[src/rtl/ptmr_pkg.sv]
package ptmr_pkg;

    typedef enum logic [1:0] {
        ST_CLEAR = 2'd0,
        ST_HALT  = 2'd1,
        ST_RUN   = 2'd2
    } tmr_state_e;

    typedef enum logic [1:0] {
        SRC_CHAIN = 2'b00,
        SRC_SYS   = 2'b01,
        SRC_SLOW  = 2'b10,
        SRC_RSVD  = 2'b11
    } clk_src_e;

    localparam int ADDR_W = 3;

    localparam logic [ADDR_W-1:0] A_CTRL  = 3'd0;
    localparam logic [ADDR_W-1:0] A_MODE  = 3'd1;
    localparam logic [ADDR_W-1:0] A_REF   = 3'd2;
    localparam logic [ADDR_W-1:0] A_CAPT  = 3'd3;
    localparam logic [ADDR_W-1:0] A_COUNT = 3'd4;
    localparam logic [ADDR_W-1:0] A_EVENT = 3'd5;
    localparam logic [ADDR_W-1:0] A_PSCL  = 3'd6;

    localparam int MODE_SRC_LO  = 1;
    localparam int MODE_RESTART = 3;
    localparam int MODE_IRQ_EN  = 4;
    localparam int MODE_SPS_LO  = 8;
    localparam int EV_REF_BIT   = 1;

endpackage

[src/rtl/ptmr_ctrl_fsm.sv]
module ptmr_ctrl_fsm
    import ptmr_pkg::*;
(
    input  logic       clk,
    input  logic       rst_n,
    input  logic       clear_req,
    input  logic       halt_req,
    output tmr_state_e state,
    output logic       run_en,
    output logic       hold_zero
);

    tmr_state_e state_nxt;

    // state register
    always_ff @(posedge clk or negedge rst_n) begin
        if (!rst_n) begin
            state <= ST_HALT;
        end else begin
            state <= state_nxt;
        end
    end

    // transitions
    always_comb begin
        state_nxt = state;
        unique case (state)
            ST_CLEAR: begin
                if (!clear_req) begin
                    state_nxt = halt_req ? ST_HALT : ST_RUN;
                end
            end
            ST_HALT: begin
                if (clear_req) begin
                    state_nxt = ST_CLEAR;
                end else if (!halt_req) begin
                    state_nxt = ST_RUN;
                end
            end
            ST_RUN: begin
                if (clear_req) begin
                    state_nxt = ST_CLEAR;
                end else if (halt_req) begin
                    state_nxt = ST_HALT;
                end
            end
            default: state_nxt = ST_HALT;
        endcase
    end

    // outputs
    always_comb begin
        run_en    = 1'b0;
        hold_zero = 1'b0;
        unique case (state)
            ST_RUN:   run_en    = 1'b1;
            ST_CLEAR: hold_zero = 1'b1;
            ST_HALT:  ;
            default:  ;
        endcase
    end

endmodule

[src/rtl/ptmr_prescale.sv]
module ptmr_prescale
    import ptmr_pkg::*;
#(
    parameter int PS_W     = 8,
    parameter int SLOW_DIV = 16
) (
    input  logic            clk,
    input  logic            rst_n,
    input  logic            run_en,
    input  logic            hold_zero,
    input  clk_src_e        src,
    input  logic [PS_W-1:0] psr,
    input  logic [PS_W-1:0] sps,
    output logic            tick
);

    localparam int SLOW_W = (SLOW_DIV > 1) ? $clog2(SLOW_DIV) : 1;
    localparam logic [SLOW_W-1:0] SLOW_LAST = SLOW_W'(SLOW_DIV - 1);

    logic [SLOW_W-1:0] slow_q;
    logic [PS_W-1:0]   pri_q;
    logic [PS_W-1:0]   sec_q;
    logic              slow_wrap;
    logic              base_tick;
    logic              pri_tick;

    always_comb begin
        slow_wrap = (slow_q == SLOW_LAST);
        unique case (src)
            SRC_SYS:  base_tick = run_en;
            SRC_SLOW: base_tick = run_en && slow_wrap;
            default:  base_tick = 1'b0;
        endcase
        // >= keeps the stage bounded if the divisor is lowered mid-count
        pri_tick = base_tick && (pri_q >= psr);
        tick     = pri_tick && (sec_q >= sps);
    end

    always_ff @(posedge clk or negedge rst_n) begin
        if (!rst_n) begin
            slow_q <= '0;
            pri_q  <= '0;
            sec_q  <= '0;
        end else if (hold_zero) begin
            slow_q <= '0;
            pri_q  <= '0;
            sec_q  <= '0;
        end else begin
            if (run_en && (src == SRC_SLOW)) begin
                slow_q <= slow_wrap ? '0 : slow_q + 1'b1;
            end
            if (base_tick) begin
                pri_q <= pri_tick ? '0 : pri_q + 1'b1;
            end
            if (pri_tick) begin
                sec_q <= tick ? '0 : sec_q + 1'b1;
            end
        end
    end

endmodule

[src/rtl/ptmr_count.sv]
module ptmr_count #(
    parameter int CNT_W = 16
) (
    input  logic             clk,
    input  logic             rst_n,
    input  logic             hold_zero,
    input  logic             tick,
    input  logic             restart,
    input  logic [CNT_W-1:0] ref_val,
    input  logic             wr_en,
    input  logic [CNT_W-1:0] wr_data,
    output logic [CNT_W-1:0] count,
    output logic             match
);

    assign match = tick && (count == ref_val);

    always_ff @(posedge clk or negedge rst_n) begin
        if (!rst_n) begin
            count <= '0;
        end else if (hold_zero) begin
            count <= '0;
        end else if (wr_en) begin
            count <= wr_data;
        end else if (tick) begin
            count <= (match && restart) ? '0 : count + 1'b1;
        end
    end

endmodule

[src/rtl/ptmr_channel.sv]
module ptmr_channel
    import ptmr_pkg::*;
#(
    parameter int CNT_W     = 16,
    parameter int PS_W      = 8,
    parameter int SLOW_DIV  = 16,
    parameter int PAIR_SLOT = 0
) (
    input  logic              clk,
    input  logic              rst_n,
    input  logic              bus_we,
    input  logic [2:0]        bus_addr,
    input  logic [CNT_W-1:0]  bus_wdata,
    output logic [CNT_W-1:0]  bus_rdata,
    output logic              irq
);

    localparam int HALT_BIT = (PAIR_SLOT == 0) ? 1 : 5;
    localparam logic [7:0] CTRL_RST = 8'(1 << HALT_BIT);

    logic [7:0]       ctrl_q;
    logic [CNT_W-1:0] mode_q;
    logic [CNT_W-1:0] ref_q;
    logic [CNT_W-1:0] capt_q;
    logic [PS_W-1:0]  psr_q;
    logic             ev_q;

    logic             clear_req;
    logic             halt_req;
    tmr_state_e       state;
    logic             run_en;
    logic             hold_zero;
    logic             pre_tick;
    logic [CNT_W-1:0] cnt_q;
    logic             ref_match;
    logic             cnt_wr;
    logic             ev_wr;
    logic             ev_clr_wr;
    clk_src_e         src_sel;

    generate
        if (PAIR_SLOT == 0) begin : g_slot_lo
            assign halt_req  = ctrl_q[1];
            assign clear_req = ctrl_q[0];
        end else begin : g_slot_hi
            assign halt_req  = ctrl_q[5];
            assign clear_req = ctrl_q[4];
        end
    endgenerate

    assign cnt_wr    = bus_we && (bus_addr == A_COUNT);
    assign ev_wr     = bus_we && (bus_addr == A_EVENT);
    assign ev_clr_wr = ev_wr && bus_wdata[EV_REF_BIT];
    assign src_sel   = clk_src_e'(mode_q[MODE_SRC_LO +: 2]);

    always_ff @(posedge clk or negedge rst_n) begin
        if (!rst_n) begin
            ctrl_q <= CTRL_RST;
            mode_q <= '0;
            ref_q  <= '0;
            capt_q <= '0;
            psr_q  <= '0;
        end else if (bus_we) begin
            unique case (bus_addr)
                A_CTRL:  ctrl_q <= bus_wdata[7:0];
                A_MODE:  mode_q <= bus_wdata;
                A_REF:   ref_q  <= bus_wdata;
                A_CAPT:  capt_q <= bus_wdata;
                A_PSCL:  psr_q  <= bus_wdata[PS_W-1:0];
                default: ;
            endcase
        end
    end

    // event flag: a match wins over a same-cycle clear
    always_ff @(posedge clk or negedge rst_n) begin
        if (!rst_n) begin
            ev_q <= 1'b0;
        end else if (hold_zero) begin
            ev_q <= 1'b0;
        end else if (ref_match) begin
            ev_q <= 1'b1;
        end else if (ev_clr_wr) begin
            ev_q <= 1'b0;
        end
    end

    ptmr_ctrl_fsm u_fsm (
        .clk       (clk),
        .rst_n     (rst_n),
        .clear_req (clear_req),
        .halt_req  (halt_req),
        .state     (state),
        .run_en    (run_en),
        .hold_zero (hold_zero)
    );

    ptmr_prescale #(
        .PS_W     (PS_W),
        .SLOW_DIV (SLOW_DIV)
    ) u_pre (
        .clk       (clk),
        .rst_n     (rst_n),
        .run_en    (run_en),
        .hold_zero (hold_zero),
        .src       (src_sel),
        .psr       (psr_q),
        .sps       (mode_q[MODE_SPS_LO +: PS_W]),
        .tick      (pre_tick)
    );

    ptmr_count #(
        .CNT_W (CNT_W)
    ) u_cnt (
        .clk       (clk),
        .rst_n     (rst_n),
        .hold_zero (hold_zero),
        .tick      (pre_tick),
        .restart   (mode_q[MODE_RESTART]),
        .ref_val   (ref_q),
        .wr_en     (cnt_wr),
        .wr_data   (bus_wdata),
        .count     (cnt_q),
        .match     (ref_match)
    );

    always_comb begin
        bus_rdata = '0;
        unique case (bus_addr)
            A_CTRL:  bus_rdata[7:0] = ctrl_q;
            A_MODE:  bus_rdata = mode_q;
            A_REF:   bus_rdata = ref_q;
            A_CAPT:  bus_rdata = capt_q;
            A_COUNT: bus_rdata = cnt_q;
            A_EVENT: bus_rdata[EV_REF_BIT] = ev_q;
            A_PSCL:  bus_rdata[PS_W-1:0] = psr_q;
            default: ;
        endcase
    end

    assign irq = ev_q && mode_q[MODE_IRQ_EN];

endmodule

[config.mk]
export PLATFORM = sky130hd
export DESIGN_NAME = ptmr_channel
export DESIGN_NICKNAME = d
export VERILOG_FILES = /design/src/rtl/ptmr_pkg.sv /design/src/rtl/ptmr_ctrl_fsm.sv /design/src/rtl/ptmr_prescale.sv /design/src/rtl/ptmr_count.sv /design/src/rtl/ptmr_channel.sv
export SDC_FILE = /design/constraint.sdc
export NUM_CORES = 1
export LEC_CHECK = 0
export ABC_CLOCK_PERIOD_IN_PS = 5000
export BUFFER_PORTS_ARGS = -buffer_cell sky130_fd_sc_hd__buf_2
export CORE_MARGIN = 2
export CORE_UTILIZATION = 35
export DETAILED_ROUTE_END_ITERATION = 8
export PLACE_DENSITY = 0.56
export SKIP_CTS_REPAIR_TIMING = 1
export SYNTH_ARGS = -nofsm -noshare
export SYNTH_HDL_FRONTEND = slang
export SYNTH_SLANG_ARGS = --single-unit
[constraint.sdc]
create_clock -name clk -period 5 [get_ports clk]
set_clock_uncertainty 0.2 [all_clocks]
set_input_delay 0.25 -clock clk [delete_from_list [all_inputs] [get_ports clk]]
set_output_delay 0.25 -clock clk [all_outputs]
set_load 0.005 [all_outputs]
; After elaboration in Yosys (flattened, before gate mapping)
; Cells that the tools add are included.
[word_totals]
output_inout_bits = 17
word_cells = 85
register_bits = 103
[op_classes]
n_addsub = 4
n_reduce_logical = 23
magnitude_cmp = 2
mux = 30
eq_ne = 15
[ops]
columns = cell, n
row1 = 2-to-1 mux 16 bit, 4
row2 = 2-to-1 mux 8 bit, 6
row3 = one-hot mux 6 bit (6 select lines), 1
row4 = one-hot mux 8 bit (4 select lines), 1
row5 = adder 16 x 1 -> 16 bit (second input constant), 1
row6 = adder 8 x 1 -> 8 bit (second input constant), 2
row7 = equality test 16 bit, 1
row8 = greater-or-equal comparator 8 bit, 2
row9 = 2-to-1 mux 2 bit, 6
row10 = 2-to-1 mux 4 bit, 3
row11 = logical AND 1 bit, 10
row12 = AND reduction 2 bit, 5
row13 = equality test 3 bit (second input constant), 3
row14 = one-hot mux 1 bit (7 select lines), 1
row15 = equality test 3 x 2 -> 1 bit (second input constant), 2
row16 = inequality test 3 bit (second input constant), 2
row17 = one-hot mux 1 bit (6 select lines), 1
row18 = one-hot mux 2 bit (3 select lines), 1
row19 = nonzero test 2 bit, 3
row20 = nonzero test 3 bit, 2
row21 = 2-to-1 mux 1 bit, 5
row22 = adder 4 x 1 -> 4 bit (second input constant), 1
row23 = equality test 2 x 1 -> 1 bit (second input constant), 2
row24 = equality test 2 bit (second input constant), 2
row25 = 7 further kinds, 7

; Depth between registers and ports, before layout
; Gate-level depths: netlist (run 1).
[depth]
depth_word = 12
depth_mapped = 10

; Modules after synthesis
; Synthesis (run 1) repeated with hierarchy kept, for this count alone.
[unflattened]
cells_unflattened = 565
hier_area_um2 = 6003.3
[by_module_without_submodules]
columns = mod, cells_each, area_per_inst_um2, n_inst
row1 = ptmr_channel, 238, 3193.1, 1
row2 = ptmr_prescale, 155, 1438.9, 1
row3 = ptmr_count, 164, 1285.0, 1
row4 = ptmr_ctrl_fsm, 8, 86.3, 1

; Least setup slack after synthesis (run 1)
; No wires, ideal clock.
[synth_timing]
kind = register -> register
from = register u_pre.pri_q[0]
to = register u_cnt.count[10]
slack_ns = 2.423
arrival_time_ns = 2.250
n_path_buf = 2
setup_ns = 0.127
t_required_ns = 4.673
stages_incl_launch_ff = 11
path_cell_list = dfrtp_1 -> inv_1 -> ha_1 -> nand2b_1 -> a2111oi_0 -> nor3_1 -> o211ai_1 -> buf_2 -> clkbuf_1 -> nand3b_1 -> nand3_1
[synth_via]
elab_chain_len = 9
word_cells_on_any_way = 10
classes_between = order compare (1) / mux (4) / reduce/logical (5)
[synth_rtl]
columns = element, line_no
row1 = from (decl), ptmr_prescale.sv:21  ; logic [PS_W-1:0] pri_q;
row2 = from (signal assigned), ptmr_prescale.sv:53  ; pri_q <= pri_tick ? '0 : pri_q + 1'b1;
row3 = greater-or-equal comparator 8 bit (*), ptmr_prescale.sv:35  ; pri_tick = base_tick && (pri_q >= psr);
row4 = logical AND 1 bit (*), ptmr_prescale.sv:35
row5 = logical AND 1 bit (*), ptmr_prescale.sv:36  ; tick = pri_tick && (sec_q >= sps);
row6 = logical AND 1 bit, ptmr_count.sv:16  ; assign match = tick && (count == ref_val);
row7 = logical AND 1 bit, ptmr_count.sv:26  ; count <= (match && restart) ? '0 : count + 1'b1;
row8 = 2-to-1 mux 16 bit, ptmr_count.sv:26
row9 = 2-to-1 mux 16 bit, ptmr_count.sv:25  ; end else if (tick) begin
row10 = 2-to-1 mux 16 bit, ptmr_count.sv:23  ; end else if (wr_en) begin
row11 = 2-to-1 mux 16 bit, ptmr_count.sv:21  ; end else if (hold_zero) begin
row12 = to (signal assigned), ptmr_count.sv:24  ; count <= wr_data;
row13 = to (signal assigned), ptmr_count.sv:26
row14 = to (decl), ptmr_count.sv:12  ; output logic [CNT_W-1:0] count,
; Every way passes the cells marked *; elsewhere a longest branch is shown, timed or not. The select of a mux whose other input is x is not followed.
; A chain may end at the register's enable or synchronous reset.

; Worst setup path after layout (run 1)
[layout_timing]
from = register u_fsm.state[0]
to = register u_cnt.count[7]
[layout_via]
elab_chain_len = 12
word_cells_on_any_way = 15
classes_between = eq/ne (1) / mux (7) / reduce/logical (7)
[layout_rtl]
columns = element, line_no
row1 = from (decl), ptmr_ctrl_fsm.sv:8  ; output tmr_state_e state,
row2 = from (signal assigned), ptmr_ctrl_fsm.sv:20  ; state <= state_nxt;
row3 = equality test 2 bit, ptmr_ctrl_fsm.sv:55  ; unique case (state)
row4 = 2-to-1 mux 1 bit, ptmr_ctrl_fsm.sv:55
row5 = logical AND 1 bit, ptmr_prescale.sv:31  ; SRC_SLOW: base_tick = run_en && slow_wrap;
row6 = one-hot mux 1 bit (2 select lines), ptmr_prescale.sv:29  ; unique case (src)
row7 = logical AND 1 bit, ptmr_prescale.sv:35
row8 = logical AND 1 bit, ptmr_prescale.sv:36
row9 = logical AND 1 bit, ptmr_count.sv:16
row10 = logical AND 1 bit, ptmr_count.sv:26
row11 = 2-to-1 mux 16 bit, ptmr_count.sv:26
row12 = 2-to-1 mux 16 bit, ptmr_count.sv:25
row13 = 2-to-1 mux 16 bit, ptmr_count.sv:23
row14 = 2-to-1 mux 16 bit, ptmr_count.sv:21
; Several ways; a longest one is shown, not always the timed one. The select of a mux whose other input is x is not followed.

==> implementation parameters, run 1 <==
Parameter                              Value

Run status
  Run status ... finished, violations left
  Failing checks ... negative hold slack

Worst setup path
  Worst EP required ... 5090 ps
  Worst reg2reg startpoint ... u_fsm.state[0]
  Reg-to-reg critical path endpoint ... u_cnt.count[7]
  Top cell family by delay on the critical path ... compound AO/OA/AOI/OAI gates
  CP Class ... reg2reg
  Internal reg-to-reg setup slack ... 1960 ps
  Crit path capture type ... flip-flop
  Kind of start point of the critical path ... flip-flop
  Ordered list of cells on the worst path ... nor2_1 -> buf_4 -> or2_2 -> a21oi_1 -> o311ai_0 -> nand4_1
  Worst Path Arrival ... 3130 ps
  Max FO, Critical Path ... 18
  Depth of the worst register-to-register path ... 6
  Number of buffers and inverters on the critical path ... 1
  Largest stage delay on the critical path ... 1000 ps
  CP max stage cell ... a21oi_1

Route
  Initial DRC Count ... 350
  Wirelength, routed ... 15,740 µm
  Wire length per cell ... 18.76 µm
  Drc violations ... 0
  Number of detailed-routing iterations run before antenna repair ... 4
  Post-DR vias/cell ... 5.586
  Antenna violation net count after detailed routing ... 0
  Via count ... 4,687

Synthesis
  Number of cells produced by synthesis ... 583
  Most area-hungry cell type in the Yosys netlist ... dfrtp_1
  Post-Syn Nets ... 627
  Warnings from Yosys ... 0
  Post-synthesis cell area ... 5913 µm²
  Share of synthesized area occupied by flip-flops and latches ... 0.4363
  Flip-flop and latch count after synthesis ... 103
  Ys flop type ... dfrtp_1
  Yosys cell types ... 59
  Share of flip-flops with an asynchronous set or reset ... 1.000
  Number of synthesized flops with an enable pin ... 0
  Cell types with the largest area share after synthesis ... dfrtp_1 (43%), mux2_2 (10%), ha_1 (4.7%), mux2i_1 (3.2%), xnor2_1 (2.5%)
  Area share of the largest cell type after synthesis ... 0.4274
  Syn avg cell area ... 10.14 µm²

Floorplanning
  Die X-Extent ... 134.0 µm
  Floorplan die area ... 17,950 µm²
  Initial core utilization ... 0.3578
  Vert. Die Dim ... 134.0 µm
  CORE AREA ... 16,520 µm²
  Standard-cell rows ... 47
  Number of top-level design ports ... 39

Clock tree
  CTS Root Cell ... clkbuf_16
  H-tree level count ... 3
  Inserted Clock Buffers ... 9
  Number of clock sinks ... 103
  CTS tree ... done
  Clk pin slew, worst setup/hold paths ... 70 ps
  Clk Latency, worst-skew pair ... 360 ps
  Maximum number of buffers from clock root to sink ... 2

Finish
  Register Area ... 2580 µm²
  Fillers ... 1,631
  Most used cells in the layout excluding fill and tap cells ... dfrtp_1 (101), mux2_2 (55), nand2_1 (39), buf_2 (37), nor2_1 (32)
  Layout cells sized above 1 ... 0.2052
  Area added between synthesis and finish ... 13.20%
  Commonest non-fill, non-tap cell in the layout ... dfrtp_1
  Total Nets Final ... 658
  Number of inserted diodes ... 0
  Area of combinational cells with multiple inputs ... 3113 µm²

Flow run
  Max Cap Viol ... 0

Global route
  GRT Residual Overflow ... 0
  First-pass GRT wire length ... 25,590 µm
  Number of antenna violations at the first check in global routing ... 0
  Overall track demand over capacity in global routing ... 0.1836
  Pin count of the biggest net entering global routing ... 65
  Number of global-route vias before repair ... 4,677

STA
  Total Negative Setup Slacks ... 0 ps
  Setup Viol. Count Final ... 0
  Slew Limit Headroom ... 0.1287
  Final hold violation count ... 3
  Final worst setup slack ... 1962 ps
  Min Clock Period, post-route ... 3038 ps
  Fin crit share ... 0.6077
  Highest achievable clock rate ... 0.3291 GHz
  Worst Tran Pin Value ... 1307 ps
  Worst hold margin ... -25.52 ps
  Max Transition Viols Final ... 0
  RSZ-0062 raised after global routing ... false

Placed design
  Dpl ws ... 1873 ps
  Final weighted congestion in routability-driven placement ... 0.8861
  Post-DP HPWL ... 11,450 µm
  Count of buffers inserted at the top-level ports ... 38

Min path
  Type of the tightest min-delay check ... in2reg
  Hold Path Stages ... 3
  End point of the worst hold path ... mode_q[15]
  Startpoint of the tightest hold check path ... bus_wdata[15]

Pwr
  Power density over the cells ... 406.5 nW/µm²
  Pleak ... 0.002853 µW
  Worst IR Drop VDD ... 0.0001830 V
[worst max-delay path by stage]
stage	start	to	depth (start not counted)
floorplan	u_pre.pri_q[0]	u_cnt.count[10]	10
global placement	bus_addr[1]	u_cnt.count[7]	6
detailed placement	bus_addr[1]	u_cnt.count[7]	6
CTS	u_fsm.state[0]	u_cnt.count[7]	6
global route	u_fsm.state[0]	u_cnt.count[7]	6
finish	u_fsm.state[0]	u_cnt.count[7]	6
[worst reg2reg max path, cell delays in order (launching register included)]
cell and delay, ps:
dfstp_2 660, nor2_1 90, buf_4 190, or2_2 340, a21oi_1 1000, o311ai_0 340, nand4_1 170
[cells in the mapped netlist (4+ instances only)]
| library cell | instances |
|---|---|
| xor2_1 | 6 |
| nand4b_1 | 11 |
| a22oi_1 | 8 |
| nor3_1 | 6 |
| dfrtp_1 | 101 |
| and3_1 | 8 |
| nand2_1 | 39 |
| mux2_2 | 55 |
| clkbuf_1 | 22 |
| mux2i_1 | 19 |
| nand4_1 | 12 |
| nor2b_1 | 6 |
| o22ai_1 | 14 |
| a32oi_1 | 9 |
| a21o_1 | 5 |
| nand3_1 | 29 |
| a21oi_1 | 20 |
| nand2b_1 | 9 |
| xnor2_1 | 17 |
| ha_1 | 22 |
| o211ai_1 | 6 |
| o21ai_0 | 27 |
| buf_1 | 6 |
| a221oi_1 | 4 |
| nor2_1 | 32 |
| inv_1 | 31 |
[cells by family (layout without fill, tap and decap cells)]
logic type                 count (synthesis)  count (layout)  share of synthesized area
AOI/OAI and AO/OA                        120             120                     0.1361
xor gates and xnor gates                  23              23                    0.03407
adders and majority gates                 22              22                    0.04655
buffers and inverters                     62              98                    0.03999
DFF                                      103             103                     0.4363
muxes                                     77              77                     0.1483
and+or+nand+nor                          176             176                     0.1587
[metrics by stage]
step | cell area, µm² | power, µW | util | hold slack [ps] | std cells
6_report | 6694 | 2721 | 0.4051 | -25.52 | 839
5_1_grt | 6694 | 2889 | 0.4051 | 7.693 | 839
4_1_cts | 6644 | 2743 | 0.4021 | -180.8 | 834
3_5_place_dp | 6337 | 1980 | 0.3835 | 209.4 | 818
3_3_place_gp | 6337 | 1947 | 0.3835 | 209.7 | 818
2_1_floorplan | 5913 | 1722 | - | -245.6 | 583
[state kept, by name, summed over array words and instances (netlist names)]
| signal | cells |
|---|---|
| u_pre.sec_q | 8 |
| psr_q | 8 |
| u_fsm.state | 2 |
| u_cnt.count | 16 |
| ev_q | 1 |
| ctrl_q | 8 |
| ref_q | 16 |
| mode_q | 16 |
| u_pre.pri_q | 8 |
| u_pre.slow_q | 4 |
| capt_q | 16 |
[where the power goes]
group / switching [µW] / total [µW] / internal (µW)
sequential: 236 / 1250 / 1010
combinational: 364 / 721 / 356
clock: 313 / 751 / 438
[cell type report]
cell class,instances,area share
multi-input cells,418,0.4650
flip-flops and latches,103,0.3854
repair buffers,51,0.04523
well taps,220,0.04112
clock buffers,12,0.03533
inverters,31,0.01738
clock inverters,4,0.01047
[routing by layer]
layer  vias to the layer above  track usage  share of wire
li1                       2207            -              -
met1                      2336       0.2519           0.47
met2                       122       0.2917           0.47
met3                        22      0.04119          0.050
met4                         0      0.05319          0.017
met5                         -            0              0
Power figures use the tool's default switching activity.
==> run 2, diff against run 1 <==
--- a/config.mk
+++ b/config.mk
@@ -5,7 +5,7 @@
 export SDC_FILE = /design/constraint.sdc
 export NUM_CORES = 1
 export LEC_CHECK = 0
-export ABC_CLOCK_PERIOD_IN_PS = 5000
+export ABC_CLOCK_PERIOD_IN_PS = 2900
 export BUFFER_PORTS_ARGS = -buffer_cell sky130_fd_sc_hd__buf_2
 export CORE_MARGIN = 2
 export CORE_UTILIZATION = 35
==> constraint.sdc (replaced) <==
create_clock -name clk -period 2.9 [get_ports clk]
set_clock_uncertainty 0.2 [all_clocks]
set_input_delay 0.145 -clock clk [delete_from_list [all_inputs] [get_ports clk]]
set_output_delay 0.145 -clock clk [all_outputs]
set_load 0.005 [all_outputs]
==> run 2 against run 1 <==
Net effect:
- the flow now finishes without violations
- power grew 72%
- die area is the same
- first-iteration DRC count grew 21%
- flip-flop and latch count is the same
- wire length grew 6.1%
- worst setup slack lost 1800 ps
- via count grew 4.4%
- sequential power grew 62%
- highest routed layer unchanged
==> implementation parameters, run 2 (same netlist as run 1, synthesis figures left out) <==
Parameter                              Value

Placed design
  Final weighted congestion in routability-driven placement ... 0.8647 (was 0.8861)
  Post-DP HPWL ... 12,210 µm (was 11,450 µm)
  Count of buffers inserted at the top-level ports ... 38 (unchanged)
  Total cell area at the placement stage ... 6550 µm² (was 6337 µm²)
  Dpl ws ... 3.449 ps (was 1873 ps)

Clock tree
  Number of clock sinks ... 103 (unchanged)
  Inserted Clock Buffers ... 9 (unchanged)
  H-tree level count ... 3 (unchanged)
  CTS Root Cell ... clkbuf_16 (unchanged)
  Clk Latency, worst-skew pair ... 360 ps (about the same)
  Clk pin slew, worst setup/hold paths ... 70 ps (about the same)
  Maximum number of buffers from clock root to sink ... 2 (unchanged)
  CTS tree ... done (unchanged)

Route
  Via count ... 4,895 (was 4,687)
  Post-DR vias/cell ... 5.594 (was 5.586)
  Drc violations ... 0 (unchanged)
  Wire length per cell ... 19.08 µm (was 18.76 µm)
  Wirelength, routed ... 16,700 µm (was 15,740 µm)
  Initial DRC Count ... 422 (was 350)
  Top metal layer carrying routed signals ... met4 (unchanged)
  Routed length on met1 ... 7653 µm (was 7335 µm)
  Number of detailed-routing iterations run before antenna repair ... 7 (was 4)
  Wire length on met2 ... 7806 µm (was 7342 µm)
  Detail Route met3 WL ... 855 µm (was 790 µm)
  Antenna violation net count after detailed routing ... 0 (unchanged)

Global route
  First-pass GRT wire length ... 26,540 µm (was 25,590 µm)
  Number of antenna violations at the first check in global routing ... 0 (unchanged)
  Number of global-route vias before repair ... 4,845 (was 4,677)
  Overall track demand over capacity in global routing ... 0.1915 (was 0.1836)
  Pin count of the biggest net entering global routing ... 56 (was 65)
  GRT Residual Overflow ... 0 (unchanged)

Worst setup path
  Worst EP required ... 2990 ps (was 5090 ps)
  Largest stage delay on the critical path ... 480 ps (was 1000 ps)
  Crit path capture type ... flip-flop (unchanged)
  Ordered list of cells on the worst path ... inv_1 -> ha_2 -> a41oi_2 -> or4_1 -> or3_1 -> a21o_1 -> or3b_1 -> a21oi_1 (was nor2_1 -> buf_4 -> or2_2 -> a21oi_1 -> o311ai_0 -> nand4_1)
  Kind of start point of the critical path ... flip-flop (unchanged)
  Number of buffers and inverters on the critical path ... 1 (unchanged)
  Top cell family by delay on the critical path ... simple AND/OR/NAND/NOR gates (was compound AO/OA/AOI/OAI gates)
  Critical path depth ... 8 (was 6)
  CP max stage cell ... or4_1 (was a21oi_1)
  CP Class ... reg2reg (unchanged)
  Worst Path Arrival ... 2850 ps (was 3130 ps)
  Depth of the worst register-to-register path ... 8 (was 6)
  Max FO, Critical Path ... 9 (was 18)

Finish
  Area added between synthesis and finish ... 18.18% (was 13.20%)
  Most used cells in the layout excluding fill and tap cells ... dfrtp_1 (101), mux2_2 (55), nand2_1 (39), buf_2 (37) (was dfrtp_1 (101), mux2_2 (55), nand2_1 (39), buf_2 (37), nor2_1 (32))
  Summed area of non-filler cells in the final layout ... 6988 µm² (was 6694 µm²)
  Commonest non-fill, non-tap cell in the layout ... dfrtp_1 (unchanged)
  Final core utilization ... 0.4229 (was 0.4051)
  Layout cells sized above 1 ... 0.2321 (was 0.2052)
  Total Nets Final ... 695 (was 658)
  Number of inserted diodes ... 0 (unchanged)

Floorplanning
  Standard-cell rows ... 47 (unchanged)
  Initial core utilization ... 0.3578 (unchanged)
  Number of top-level design ports ... 39 (unchanged)
  Die X-Extent ... 134.0 µm (unchanged)
  Vert. Die Dim ... 134.0 µm (unchanged)
  Floorplan die area ... 17,950 µm² (unchanged)
  CORE AREA ... 16,520 µm² (unchanged)

STA
  Min Clock Period, post-route ... 2767 ps (was 3038 ps)
  Slew Limit Headroom ... 0.4966 (was 0.1287)
  Final hold violation count ... 0 (was 3)
  Total Negative Setup Slacks ... 0 ps (unchanged)
  Highest achievable clock rate ... 0.3614 GHz (was 0.3291 GHz)
  RSZ-0062 raised after global routing ... false (unchanged)
  Max Transition Viols Final ... 0 (unchanged)
  Worst Tran Pin Value ... 755.1 ps (was 1307 ps)
  Fin crit share ... 0.9543 (was 0.6077)
  Final worst setup slack ... 132.7 ps (was 1962 ps)
  Worst hold margin ... 155.3 ps (was -25.52 ps)
  Setup Viol. Count Final ... 0 (unchanged)

Pwr
  Worst IR Drop VDD ... 0.0003370 V (was 0.0001830 V)
  Pleak ... 0.003015 µW (was 0.002853 µW)
  Power density over the cells ... 670.3 nW/µm² (was 406.5 nW/µm²)

Min path
  Hold Path Stages ... 4 (was 3)
  Type of the tightest min-delay check ... in2reg (unchanged)

Flow run
  Max Cap Viol ... 0 (unchanged)

Run status
  Run status ... complete, no violations (was finished, violations left)
==> run 2: cell count changes in the layout (fill, tap and decap cells not counted), sizes merged <==
| cell | delta |
|---|---|
| buf | +25 |
| bufinv | -2 |
| clkbuf | +2 |
| clkinv | -1 |
| dlygate4sd3 | +12 |
==> run 2: worst paths after layout <==
check	from	end	slack [ps]
worst max-delay path	mode_q[1]	u_pre.sec_q[5]	130
worst min-delay path	bus_we	ev_q	160
worst max register to register	mode_q[1]	u_pre.sec_q[5]	130
worst min register to register	ctrl_q[0]	u_fsm.state[0]	300
max in group asynchronous	rst_n	u_fsm.state[0]	1500
min in group asynchronous	rst_n	u_cnt.count[15]	210
==> run 2: worst reg2reg max path: stages (launching register included) <==
cell     delay [ps]
dfrtp_1         400
inv_1            90
ha_2            240
a41oi_2         130
or4_1           480
or3_1           330
a21o_1          300
or3b_1          390
a21oi_1         150
==> run 2: final cells by class <==
cell class	instances	area, µm²
fillers	1575	9537
well taps	220	275.3
clock inverters	1	5.005
multi-input cells	418	3122
repair buffers	88	635.6
clock buffers	14	254.0
inverters	31	116.4
flip-flops and latches	103	2580
==> run 2: metrics by stage <==
step / total power [µW] / std cells
floorplan: 2969 / 583
global placement: 3493 / 843
detailed placement: 3551 / 843
CTS: 4710 / 858
global route: 4992 / 875
finish: 4684 / 875
==> run 2: metal layers <==
metal | GRT usage | up-vias
met3 | 0.04535 | 28
met2 | 0.3066 | 157
met4 | 0.06206 | 0
li1 | - | 2272
met5 | 0 | -
met1 | 0.2565 | 2438
==> run 2: where the power goes <==
part	internal, µW	leakage (µW)	switching, µW	total, µW
clock	602	0.000127	527	1130
sequential	1750	0.00128	273	2020
combinational	732	0.00161	802	1530
total	3080	0.00302	1600	4680
